--- src/rtl/tdm_rx_framer.sv ---
module tdm_rx_framer #(
  parameter int CHW      = 9,
  parameter int IDLE_MIN = 8,
  parameter int OFSW     = 4
) (
  input  logic            clk,
  input  logic            rst_n,
  input  logic            half_en,
  input  logic            fp_in,
  input  logic            rx_in,
  input  logic [2:0]      rate_sel,
  input  logic [OFSW-1:0] frame_ofs,
  output logic [7:0]      byte_out,
  output logic [CHW-1:0]  chan_idx,
  output logic            byte_valid,
  output logic            gci_mode
);
  localparam int RUNW = $clog2(IDLE_MIN + 1);
  localparam int DLYW = OFSW + 1;

  logic            fp_q, armed, lead, origin, running;
  logic [RUNW-1:0] run;
  logic [DLYW-1:0] dly, dly_load;
  logic [2:0]      k_new, k_q, bitn;
  logic [4:0]      pos, half_pos, last_pos;
  logic [6:0]      sh;
  logic [CHW-1:0]  chan_cnt, last_ch;

  assign lead     = (fp_in != fp_q) && (run == RUNW'(IDLE_MIN));
  assign dly_load = {1'b0, frame_ofs} + {{OFSW{1'b0}}, ~fp_in};
  assign origin   = (lead && dly_load == '0) || (!lead && armed && dly == DLYW'(1));
  assign k_new    = (rate_sel > 3'd4) ? 3'd4 : rate_sel;
  assign half_pos = 5'd1 << k_q;
  assign last_pos = 5'((6'd2 << k_q) - 6'd1);
  assign last_ch  = {CHW{1'b1}} >> k_q;

  always_ff @(posedge clk or negedge rst_n) begin
    if (!rst_n) begin
      fp_q     <= 1'b1;
      run      <= '0;
      gci_mode <= 1'b0;
      dly      <= '0;
      armed    <= 1'b0;
    end else if (half_en) begin
      fp_q <= fp_in;
      if (fp_in != fp_q)
        run <= '0;
      else if (run != RUNW'(IDLE_MIN))
        run <= run + 1'b1;
      if (lead) begin
        gci_mode <= fp_in;
        dly      <= dly_load;
        armed    <= (dly_load != '0);
      end else if (armed) begin
        dly <= dly - 1'b1;
        if (dly == DLYW'(1))
          armed <= 1'b0;
      end
    end
  end

  always_ff @(posedge clk or negedge rst_n) begin
    if (!rst_n) begin
      running    <= 1'b0;
      k_q        <= '0;
      pos        <= '0;
      bitn       <= '0;
      sh         <= '0;
      chan_cnt   <= '0;
      byte_out   <= '0;
      chan_idx   <= '0;
      byte_valid <= 1'b0;
    end else begin
      byte_valid <= 1'b0;
      if (half_en) begin
        if (origin) begin
          running  <= 1'b1;
          k_q      <= k_new;
          pos      <= 5'd1;
          bitn     <= '0;
          chan_cnt <= '0;
        end else if (running) begin
          pos <= (pos == last_pos) ? '0 : pos + 1'b1;
          if (pos == half_pos) begin
            sh   <= {sh[5:0], rx_in};
            bitn <= bitn + 1'b1;
            if (bitn == 3'd7) begin
              byte_out   <= {sh, rx_in};
              chan_idx   <= chan_cnt;
              byte_valid <= 1'b1;
              chan_cnt   <= (chan_cnt == last_ch) ? '0 : chan_cnt + 1'b1;
            end
          end
        end
      end
    end
  end
endmodule


--- config.mk ---
export PLATFORM = sky130hd
export DESIGN_NAME = tdm_rx_framer
export DESIGN_NICKNAME = d
export VERILOG_FILES = /design/src/rtl/tdm_rx_framer.sv
export SDC_FILE = /design/constraint.sdc
export NUM_CORES = 1
export LEC_CHECK = 0
export ABC_AREA = 1
export BUFFER_PORTS_ARGS = -buffer_cell sky130_fd_sc_hd__buf_2
export CORE_MARGIN = 4
export CORE_UTILIZATION = 45
export DETAILED_ROUTE_END_ITERATION = 8
export GPL_ROUTABILITY_DRIVEN = 1
export PLACE_DENSITY_LB_ADDON = 0.12
export SYNTH_ARGS = -nofsm -noshare
export SYNTH_HDL_FRONTEND = slang
export SYNTH_SLANG_ARGS = --single-unit
--- constraint.sdc ---
create_clock -name clk -period 5.95 [get_ports clk]
set_clock_uncertainty 0.15 [all_clocks]
set_input_delay 0.595 -clock clk [delete_from_list [all_inputs] [get_ports clk]]
set_output_delay 0.595 -clock clk [all_outputs]
set_load 0.005 [all_outputs]
==> results of run 1 <==
critical path, stage by stage (launching register included):
cell and delay [ns]:
sky130_fd_sc_hd__dfrtp_1 0.58, sky130_fd_sc_hd__inv_2 0.16, sky130_fd_sc_hd__a21oi_1 0.16, sky130_fd_sc_hd__nand3_1 0.09
sky130_fd_sc_hd__nor2_2 0.16, sky130_fd_sc_hd__nand4_1 0.47, sky130_fd_sc_hd__nor2_2 0.56, sky130_fd_sc_hd__nand2_1 0.10
sky130_fd_sc_hd__nand2_1 0.08
area by class of cell:
type / instances / area share
clock buffers: 11 / 0.0384
well taps: 99 / 0.0337
flip-flops and latches: 58 / 0.395
repair buffers: 31 / 0.0428
inverters: 33 / 0.0343
multi-input cells: 319 / 0.448
clock inverters: 5 / 0.00816
how the worst max path moves through the flow:
| stage | endpoint | slack (ns) | cells after the start |
|---|---|---|---|
| finish | chan_idx[1] | 3.37 | 8 |
| global route | chan_idx[7] | 2.99 | 8 |
| CTS | chan_idx[2] | 3.38 | 8 |
| detailed placement | chan_cnt[2] | 3.28 | 13 |
| global placement | chan_cnt[4] | 3.31 | 13 |
| floorplan | chan_cnt[2] | 3.65 | 12 |
layer usage:
metal  routed length [um]  vias up  share of wire  GRT usage
met5                    0        -              0          0
met4                  117        0          0.018     0.0686
met3                  256       12          0.039     0.0377
met2                 2840       47           0.43      0.255
met1                 3350     1235           0.51      0.231
li1                     -     1411              -          -
state kept, by name, summed over array words and instances, names as in the netlist, 3 cells and up:
name and count:
byte_out 8, sh 7, chan_cnt 9, dly 5, k_q 3, run 4, bitn 3, pos 5
chan_idx 9
placed cells by master, fill, tap and decap left out, types with 3 or more instances in the layout:
| master | n |
|---|---|
| sky130_fd_sc_hd__a31oi_1 | 3 |
| sky130_fd_sc_hd__inv_1 | 26 |
| sky130_fd_sc_hd__o21ai_0 | 26 |
| sky130_fd_sc_hd__xnor2_1 | 5 |
| sky130_fd_sc_hd__nor2_4 | 3 |
| sky130_fd_sc_hd__dfrtp_1 | 57 |
| sky130_fd_sc_hd__buf_2 | 30 |
| sky130_fd_sc_hd__nor2_2 | 3 |
| sky130_fd_sc_hd__ha_1 | 11 |
| sky130_fd_sc_hd__nand2_1 | 154 |
| sky130_fd_sc_hd__nand2_2 | 6 |
| sky130_fd_sc_hd__xor2_1 | 10 |
| sky130_fd_sc_hd__nand4_1 | 8 |
| sky130_fd_sc_hd__nand2_4 | 3 |
| sky130_fd_sc_hd__nor2_1 | 30 |
| sky130_fd_sc_hd__nand3_1 | 42 |
| sky130_fd_sc_hd__clkbuf_8 | 10 |
| sky130_fd_sc_hd__inv_2 | 6 |
| sky130_fd_sc_hd__clkinv_2 | 3 |
cells in the mapped netlist:
library cell	n	area share
sky130_fd_sc_hd__a21oi_1	2	0.0030
sky130_fd_sc_hd__a22o_1	1	0.0026
sky130_fd_sc_hd__a31oi_1	3	0.0057
sky130_fd_sc_hd__buf_2	4	0.0060
sky130_fd_sc_hd__buf_4	3	0.0068
sky130_fd_sc_hd__buf_6	2	0.0068
sky130_fd_sc_hd__clkbuf_1	5	0.0057
sky130_fd_sc_hd__dfrtp_1	57	0.43
sky130_fd_sc_hd__dfstp_2	1	0.0079
sky130_fd_sc_hd__ha_1	11	0.042
sky130_fd_sc_hd__inv_1	26	0.029
sky130_fd_sc_hd__inv_2	6	0.0068
sky130_fd_sc_hd__inv_4	1	0.0019
sky130_fd_sc_hd__nand2_1	154	0.17
sky130_fd_sc_hd__nand2_2	6	0.011
sky130_fd_sc_hd__nand2_4	3	0.010
sky130_fd_sc_hd__nand3_1	42	0.063
sky130_fd_sc_hd__nand3_2	1	0.0030
sky130_fd_sc_hd__nand3_4	2	0.011
sky130_fd_sc_hd__nand3b_1	1	0.0023
sky130_fd_sc_hd__nand4_1	8	0.015
sky130_fd_sc_hd__nor2_1	30	0.034
sky130_fd_sc_hd__nor2_2	3	0.0057
sky130_fd_sc_hd__nor2_4	3	0.010
sky130_fd_sc_hd__nor2_8	2	0.012
sky130_fd_sc_hd__nor3_1	2	0.0030
sky130_fd_sc_hd__o211ai_1	1	0.0023
sky130_fd_sc_hd__o21ai_0	26	0.039
sky130_fd_sc_hd__o21ai_1	1	0.0015
sky130_fd_sc_hd__or2_2	1	0.0019
sky130_fd_sc_hd__xnor2_1	5	0.013
sky130_fd_sc_hd__xor2_1	10	0.026
sky130_fd_sc_hd__xor2_2	1	0.0049
through the flow:
step | utilization | std cells
2_1_floorplan | - | 424
3_3_place_gp | 0.486 | 540
3_5_place_dp | 0.486 | 540
4_1_cts | 0.510 | 556
5_1_grt | 0.510 | 556
6_report | 0.510 | 556
kinds of logic after synthesis:
logic type | share of synthesized area
simple gates | 0.357
flops | 0.439
buf+inv | 0.0635
compound gates | 0.0544
xor+xnor | 0.0446
fa+ha+maj | 0.0416
report_power, final:
group | switching [mW] | leakage [nW] | total, mW | internal (mW)
Combinational | 0.250 | 1.10 | 0.412 | 0.162
Sequential | 0.0975 | 0.769 | 0.568 | 0.470
Clock | 0.166 | 0.0851 | 0.326 | 0.160
Total | 0.514 | 1.95 | 1.31 | 0.793
==> impl_results.md, run 1 <==
* Global-route usage over all layers at 0.168
* Quantity of gates resized following cts at 0
* Worst setup EP type: flop
* Fraction of layout instances using a drive strength above 1 at 0.166
* Post-route cell area at 0.00368 mm2
* H-tree levels at 3
* Number of register bits inferred by synthesis at 58
* Detail Route Antenna Nets at 0
* Pre-CTS worst setup slack at 3.28 ns
* P&R area growth vs syn at 11.1%
* Number of pins with negative max-slew slack in the final report at 0
* Nets in the synthesized netlist at 447
* I/O pin cnt at 31
* Final worst-path cycle share at 0.433
* Initial standard-cell utilization of the core at 0.459
* WP data arrival at 2.71 ns
* DRT iter0 DRCs at 86
* Clock Tree Root: sky130_fd_sc_hd__clkbuf_8
* Routed len/inst at 11.8 um
* Run status: finished, final reports clean
* Required @ worst endpoint at 6.08 ns
* Worst hold slack at 0.235 ns
* Via count at 2705
* Maximum fanout along the worst path at 12
* RSZ-0062 raised after global routing: false
* Slew headroom at 0.511
* Height of the chip at 93.8 um
* Worst hold-check path type: input pin to async pin
* HPWL after detailed placement at 4700 um
* Fin. Hold Viols at 0
* Worst reg2reg path depth at 8
* Latest clock arrival within the worst-skew pair at 0.34 ns
* Min Tclk post-route at 2.58 ns
* Die outline width at 93.8 um
* Via count normalized by instance count at 4.87
* Core Area at 0.00721 mm2
* TritonCTS clock tree: built
* Drc violations at 0
* Pwr per Cell Area at 355 mW/mm2
* Wire length of the first global-routing pass at 11900 um
* Endpoints failing setup at 0
* Synth cell types at 33
* Highest Clock Rate at 388 MHz
* Mean instance size in the synthesized netlist at 7.81 um2
* Net total in the final layout at 475
* Fillcell total at 736
* Startpoint type of the worst setup path: flop
* Max-cap violations at 0
* Synthesized netlist cell count at 424
* Gpl congestion at 0.793
* Sum of negative setup slack at 0 ns
* Area enclosed by the die boundary at 0.00880 mm2
* Port Buffer Count at 30
* Combined area of all synthesized cells at 0.00331 mm2
* Via count of the first global-routing pass at 2625
* Initial antenna violation count at 0
* Sequential area share after synthesis at 0.439
* Worst setup margin at 3.37 ns
* FF+latch area at 0.00145 mm2
* # clock sinks at 58
* Register-to-register path setup slack at 3.37 ns
* Area occupied by multi-input gates at 0.00165 mm2
* Clock transition time at the flip-flop clock pins of the worst setup and hold paths at 0.07 ns
* Cell area after placement at 0.00351 mm2
* WL final at 6560 um
* Total inserted antenna cells at 0
* Maximum number of pins on one net before global-route repair at 59
* CTS buffer count at 9
* Number of search-and-repair iterations in the first detailed-routing pass at 4
* Total power after layout at 1.31 mW
* Number of warnings reported in the yosys synthesis log at 0
* Hold-fix buffers at CTS at 0
* Overflow left after global routing at 0
* VDD IR max at 0.160 mV
* Cell leakage power at 1.95 nW
* Slew at the pin with the worst max-slew slack at 0.734 ns
* RR Startpoint: k_q[2]
* Buffer depth of the longest clock path at 2
* Post-CTS setup-driven buffer insertion count at 0
* Source of the critical timing path: k_q[2]
* Standard-cell row count at 31
* Capturing point of the worst reg2reg path: chan_idx[1]
* Critical setup path kind: flop to flop
Power figures use the tool's default switching activity.
==> run 2, diff against run 1 <==
Clock period 5.95 ns to 2.6 ns, I/O delays scaled along.
==> run 2 against run 1 <==
- final cell count increased by 0.90%
- register-to-register slack got worse by 3.0 ns
- via count is 0.11% higher
- critical path depth rose by 1
- clock power is 130% higher
- count of clock-buffer cells in the layout unchanged
- core utilization is 0.83 points higher
- highest routed layer unchanged
- cell area up 1.6%
- critical endpoint is now chan_idx[6]
==> impl_results.md, run 2 (synthesis results as in run 1) <==
* Run status: finished, final reports clean
* Overflow left after global routing at 0 (unchanged)
* Initial standard-cell utilization of the core at 0.459 (unchanged)
* Standard-cell row count at 31 (unchanged)
* Crit path largest cell delay at 0.59 ns (about the same)
* Critical setup path kind: flop to flop
* Worst path most repeated cell: sky130_fd_sc_hd__nand2_1
* VDD IR max at 0.445 mV (+180%)
* Routed len/inst at 11.7 um (-1.1%)
* Sum of negative setup slack at 0 ns (unchanged)
* Worst hold slack at 0.0187 ns (-0.217 ns)
* Wire length of the first global-routing pass at 11600 um (-2.3%)
* Maximum fanout along the worst path at 17 (+5)
* Area enclosed by the die boundary at 0.00880 mm2 (unchanged)
* Slew at the pin with the worst max-slew slack at 0.658 ns (-0.0762 ns)
* Total inserted antenna cells at 0 (unchanged)
* Height of the chip at 93.8 um (unchanged)
* Commonest non-fill, non-tap cells in the layout: sky130_fd_sc_hd__nand2_1, sky130_fd_sc_hd__dfrtp_1, sky130_fd_sc_hd__nand3_1
* Endpoints failing setup at 0 (unchanged)
* Required @ worst endpoint at 2.68 ns (-3.40 ns)
* Drc violations at 0 (unchanged)
* Die outline width at 93.8 um (unchanged)
* Post-CTS setup-driven buffer insertion count at 0 (unchanged)
* Fraction of layout instances using a drive strength above 1 at 0.167 (+0.000365)
* Critical path's slowest cell: sky130_fd_sc_hd__dfrtp_1
* Clock transition time at the flip-flop clock pins of the worst setup and hold paths at 0.07 ns (about the same)
* I/O pin cnt at 31 (unchanged)
* Global-route usage over all layers at 0.164 (-0.00388)
* Number of search-and-repair iterations in the first detailed-routing pass at 6 (+2)
* Via count of the first global-routing pass at 2517 (-4.1%)
* Register-to-register path setup slack at 0.36 ns (-3.01 ns)
* Maximum number of pins on one net before global-route repair at 32 (-46%)
* Via count normalized by instance count at 4.83 (-0.78%)
* # clock sinks at 58 (unchanged)
* Cell leakage power at 1.98 nW (+1.3%)
* TritonCTS clock tree: built
* Final standard cell utilization of the core at 0.519 (+0.00833)
* CTS buffer count at 9 (unchanged)
* Quantity of gates resized following cts at 0 (unchanged)
* H-tree levels at 3 (unchanged)
* Most common library cell in the layout ignoring fill and taps: sky130_fd_sc_hd__nand2_1
* Highest Clock Rate at 447 MHz (+15%)
* Core Area at 0.00721 mm2 (unchanged)
* Fin. Hold Viols at 0 (unchanged)
* Latest clock arrival within the worst-skew pair at 0.33 ns (about the same)
* Number of pins with negative max-slew slack in the final report at 0 (unchanged)
* HPWL after detailed placement at 4760 um (+1.3%)
* Via count at 2708 (+0.11%)
* Net total in the final layout at 480 (+1.1%)
* WP data arrival at 2.31 ns (-0.40 ns)
* WL final at 6550 um (-0.23%)
* Port Buffer Count at 30 (unchanged)
* Worst hold-check path type: input pin to flop
* Final worst-path cycle share at 0.860 (+0.427)
* FF+latch area at 0.00145 mm2 (unchanged)
* Hold-fix buffers at CTS at 4 (+4)
* Slew headroom at 0.562 (+0.0508)
* Detail Route Antenna Nets at 0 (unchanged)
* Startpoint type of the worst setup path: flop
* Registers with the highest flip-flop counts: chan_cnt (9), chan_idx (9), byte_out (8)
* P&R area growth vs syn at 13.0%
* Initial antenna violation count at 0 (unchanged)
* Gpl congestion at 0.836 (+5.4%)
* RSZ-0062 raised after global routing: false
* Min Tclk post-route at 2.24 ns (-0.342 ns)
* Buffer depth of the longest clock path at 2 (unchanged)
* CP Cell Sequence: inv_2 -> a21oi_1 -> nand3_1 -> nor2_2 -> nand3_4 -> nor2_8 -> nand2_4 -> nand2_1 -> nand2_1
* DRT iter0 DRCs at 125 (+45%)
* Pwr per Cell Area at 798 mW/mm2 (+120%)
* Fillcell total at 747 (+1.5%)
* Clock Tree Root: sky130_fd_sc_hd__clkbuf_8
* Area occupied by multi-input gates at 0.00165 mm2 (unchanged)
* Max-cap violations at 0 (unchanged)
* Worst setup EP type: flop
[run 2: cell count changes in the layout (fill, tap and decap cells not counted), sizes merged]
cell,previous run,this run
dlygate4sd3,0,4
buf,31,32
[run 2: final cells by class]
cell class,count,area share
Clock buffer,11,0.0378
Inverter,33,0.0338
Clock inverter,5,0.00803
Sequential cell,58,0.388
Tap cell,99,0.0331
Timing Repair Buffer,36,0.0582
Multi-Input combinational cell,319,0.441
[run 2: worst max-delay path: cells and delay by family (launching register included)]
| family | cells | cell delay [ns] |
|---|---|---|
| AO/OA/AOI/OAI | 1 | 0.15 |
| buffers and inverters | 1 | 0.15 |
| flip-flops | 1 | 0.59 |
| AND/OR/NAND/NOR | 7 | 1.08 |
[run 2: final timing paths]
path	start	endpoint	cells past startpoint
min in group asynchronous	rst_n	byte_out[1]	2
max reg2reg	k_q[2]	chan_idx[6]	9
min reg2reg	byte_out[6]	byte_out[6]	2
min	rate_sel[1]	k_q[1]	3
max in group asynchronous	rst_n	chan_cnt[5]	3
max	k_q[2]	chan_idx[6]	9
[run 2: stage by stage]
step | setup WS, ns | cells | total power [mW] | instance area, um2
3_3_place_gp | 0.364 | 541 | 2.25 | 3530
4_1_cts | 0.343 | 561 | 3.02 | 3740
3_5_place_dp | 0.329 | 541 | 2.27 | 3530
2_1_floorplan | 0.638 | 424 | 2.09 | 3310
5_1_grt | 0.126 | 561 | 3.26 | 3740
6_report | 0.363 | 561 | 2.98 | 3740
[run 2: layer usage]
| metal | wire length (um) | global-route usage | vias to the layer above |
|---|---|---|---|
| met2 | 2820 | 0.244 | 34 |
| met4 | 92 | 0.0542 | 0 |
| met1 | 3440 | 0.229 | 1237 |
| met3 | 194 | 0.0489 | 10 |
| met5 | 0 | 0 | - |
| li1 | - | - | 1427 |
[run 2: report_power, final]
group          switching [mW]  leakage (nW)  total [mW]  internal (mW)
clock                   0.370        0.0851       0.736          0.367
sequential              0.229         0.769        1.31           1.08
combinational           0.563          1.12       0.942          0.379
==> run 3, diff against run 2 <==
Settings changed: REMOVE_ABC_BUFFERS from default to 1.
==> run 3 against run 2 <==
- power rose by 6.4%
- critical path depth did not move
- register-to-register slack improved by 0.03 ns
- critical path type unchanged
- critical endpoint unchanged
==> impl_results.md, run 3 (synthesis results as in run 1) <==
* Initial standard-cell utilization of the core at 0.459 (unchanged)
* Initial antenna violation count at 0 (unchanged)
* H-tree levels at 3 (unchanged)
* Crit path buffers/inverters at 1 (unchanged)
* WL final at 6560 um (about the same)
* Required @ worst endpoint at 2.67 ns (about the same)
* Cell leakage power at 1.99 nW (+0.60%)
* Buffer depth of the longest clock path at 2 (unchanged)
* Dominant delay contributor by cell family on the critical path: simple AND/OR/NAND/NOR gates
* Critical path's slowest cell: sky130_fd_sc_hd__dfrtp_1
* Drc violations at 0 (unchanged)
* Worst hold-check path type: input pin to flop
* CP Cell Sequence: inv_2 -> a21oi_1 -> nand3_1 -> nor2_2 -> nand3_4 -> nor2_8 -> nand2_4 -> nand2_1 -> nand2_1
* Overflow left after global routing at 0 (unchanged)
* Via count of the first global-routing pass at 2595 (+3.1%)
* Routed len/inst at 11.7 um (+0.45%)
* Clock transition time at the flip-flop clock pins of the worst setup and hold paths at 0.07 ns (about the same)
* Standard-cell row count at 31 (unchanged)
* Slew headroom at 0.705 (+0.144)
* Endpoints failing setup at 0 (unchanged)
* Port Buffer Count at 30 (unchanged)
* Crit path largest cell delay at 0.59 ns (about the same)
* TritonCTS clock tree: built
* Critical setup path kind: flop to flop
* Number of pins with negative max-slew slack in the final report at 0 (unchanged)
* Area enclosed by the die boundary at 0.00880 mm2 (unchanged)
* Sum of negative setup slack at 0 ns (unchanged)
* RSZ-0062 raised after global routing: false
* Core Area at 0.00721 mm2 (unchanged)
* Pwr per Cell Area at 846 mW/mm2 (+6.1%)
* Worst hold slack at 0.00946 ns (-0.00921 ns)
* Worst path most repeated cell: sky130_fd_sc_hd__nand2_1
* Height of the chip at 93.8 um (unchanged)
* Registers with the highest flip-flop counts: chan_cnt (9), chan_idx (9), byte_out (8)
* Total inserted antenna cells at 0 (unchanged)
* DRT iter0 DRCs at 97 (-22%)
* Detail Route Antenna Nets at 0 (unchanged)
* Global-route usage over all layers at 0.164 (+0.000286)
* P&R area growth vs syn at 13.3%
* Via count at 2702 (-0.22%)
* Clock Tree Root: sky130_fd_sc_hd__clkbuf_8
* Slew at the pin with the worst max-slew slack at 0.441 ns (-0.216 ns)
* # clock sinks at 58 (unchanged)
* Final worst-path cycle share at 0.847 (-0.0130)
* Commonest non-fill, non-tap cells in the layout: sky130_fd_sc_hd__nand2_1, sky130_fd_sc_hd__dfrtp_1, sky130_fd_sc_hd__nand3_1
* Net total in the final layout at 478 (-0.42%)
* Startpoint type of the worst setup path: flop
* Highest Clock Rate at 454 MHz (+1.5%)
* Wire length of the first global-routing pass at 11700 um (+1.3%)
* Maximum number of pins on one net before global-route repair at 26 (-19%)
* VDD IR max at 0.402 mV (-9.7%)
* Worst setup EP type: flop
* Run status: finished, final reports clean
* Fraction of layout instances using a drive strength above 1 at 0.170 (+0.00290)
* Quantity of gates resized following cts at 0 (unchanged)
* CTS buffer count at 9 (unchanged)
* Maximum fanout along the worst path at 17 (unchanged)
* Latest clock arrival within the worst-skew pair at 0.33 ns (about the same)
* Gpl congestion at 0.892 (+6.7%)
* Fin. Hold Viols at 0 (unchanged)
* Most common library cell in the layout ignoring fill and taps: sky130_fd_sc_hd__nand2_1
* WP data arrival at 2.27 ns (-0.04 ns)
* Via count normalized by instance count at 4.83 (+0.14%)
* Min Tclk post-route at 2.20 ns (-0.0337 ns)
* Max-cap violations at 0 (unchanged)
* I/O pin cnt at 31 (unchanged)
* Number of search-and-repair iterations in the first detailed-routing pass at 4 (-2)
* HPWL after detailed placement at 4830 um (+1.5%)
* Die outline width at 93.8 um (unchanged)
-- run 3: cell count changes in the layout (fill, tap and decap cells not counted) --
cell                            before  now
sky130_fd_sc_hd__dlygate4sd3_1       4    1
sky130_fd_sc_hd__clkinv_2            3    2
sky130_fd_sc_hd__buf_4               1    3
sky130_fd_sc_hd__clkinvlp_4          2    1
sky130_fd_sc_hd__buf_12              1    0
sky130_fd_sc_hd__bufinv_16           0    2
-- run 3: final cells by class --
type                       instances  area, um2
inverter                          33        126
multi-input combinational        319       1650
clock inverter                     5       77.6
clock buffer                      11        141
sequential                        58       1450
fill                             709       3460
timing repair buffer              34        183
tap                               99        124
-- run 3: power by group --
part           internal (mW)  switching [mW]
sequential              1.08           0.235
clock                  0.563           0.353
combinational          0.376           0.572
-- run 3: worst register-to-register path, cell delays in order, from the launching register on --
cell and delay (ns):
sky130_fd_sc_hd__dfrtp_1 0.59, sky130_fd_sc_hd__inv_2 0.16, sky130_fd_sc_hd__a21oi_1 0.16, sky130_fd_sc_hd__nand3_1 0.10, sky130_fd_sc_hd__nor2_2 0.19, sky130_fd_sc_hd__nand3_4 0.19
sky130_fd_sc_hd__nor2_8 0.26, sky130_fd_sc_hd__nand2_4 0.17, sky130_fd_sc_hd__nand2_1 0.10, sky130_fd_sc_hd__nand2_1 0.04
-- run 3: worst paths after layout --
| check | end | start | depth (start not counted) | slack [ns] |
|---|---|---|---|---|
| setup / recovery | chan_idx[6] | k_q[2] | 9 | 0.40 |
| hold / removal | sh[0] | rx_in | 3 | 0.009 |
| setup reg to reg | chan_idx[6] | k_q[2] | 9 | 0.40 |
| hold reg to reg | chan_idx[0] | chan_idx[0] | 2 | 0.31 |
| max in group asynchronous | chan_idx[5] | rst_n | 3 | 1.38 |
| min in group asynchronous | byte_out[2] | rst_n | 2 | 0.24 |
-- run 3: timing repair --
action,CTS,global route
endpoints found under the hold margin,14,0
hold buffers,1,0
setup buffers,0,0
-- run 3: metrics by stage --
stage / std cells / util / worst slack [ns] / area (um2) / power [mW]
floorplan: 410 / - / 0.496 / 3230 / 2.04
global placement: 542 / 0.489 / 0.386 / 3520 / 2.25
detailed placement: 542 / 0.489 / 0.353 / 3520 / 2.27
CTS: 559 / 0.520 / 0.393 / 3750 / 3.21
global route: 559 / 0.520 / 0.142 / 3750 / 3.44
finish: 559 / 0.520 / 0.397 / 3750 / 3.18
-- run 3: layer usage --
layer | vias up | global-route usage | share of wire
met5 | - | 0 | 0
met4 | 0 | 0.0626 | 0.013
met3 | 7 | 0.0345 | 0.032
met2 | 41 | 0.253 | 0.44
met1 | 1236 | 0.227 | 0.52
li1 | 1418 | - | -
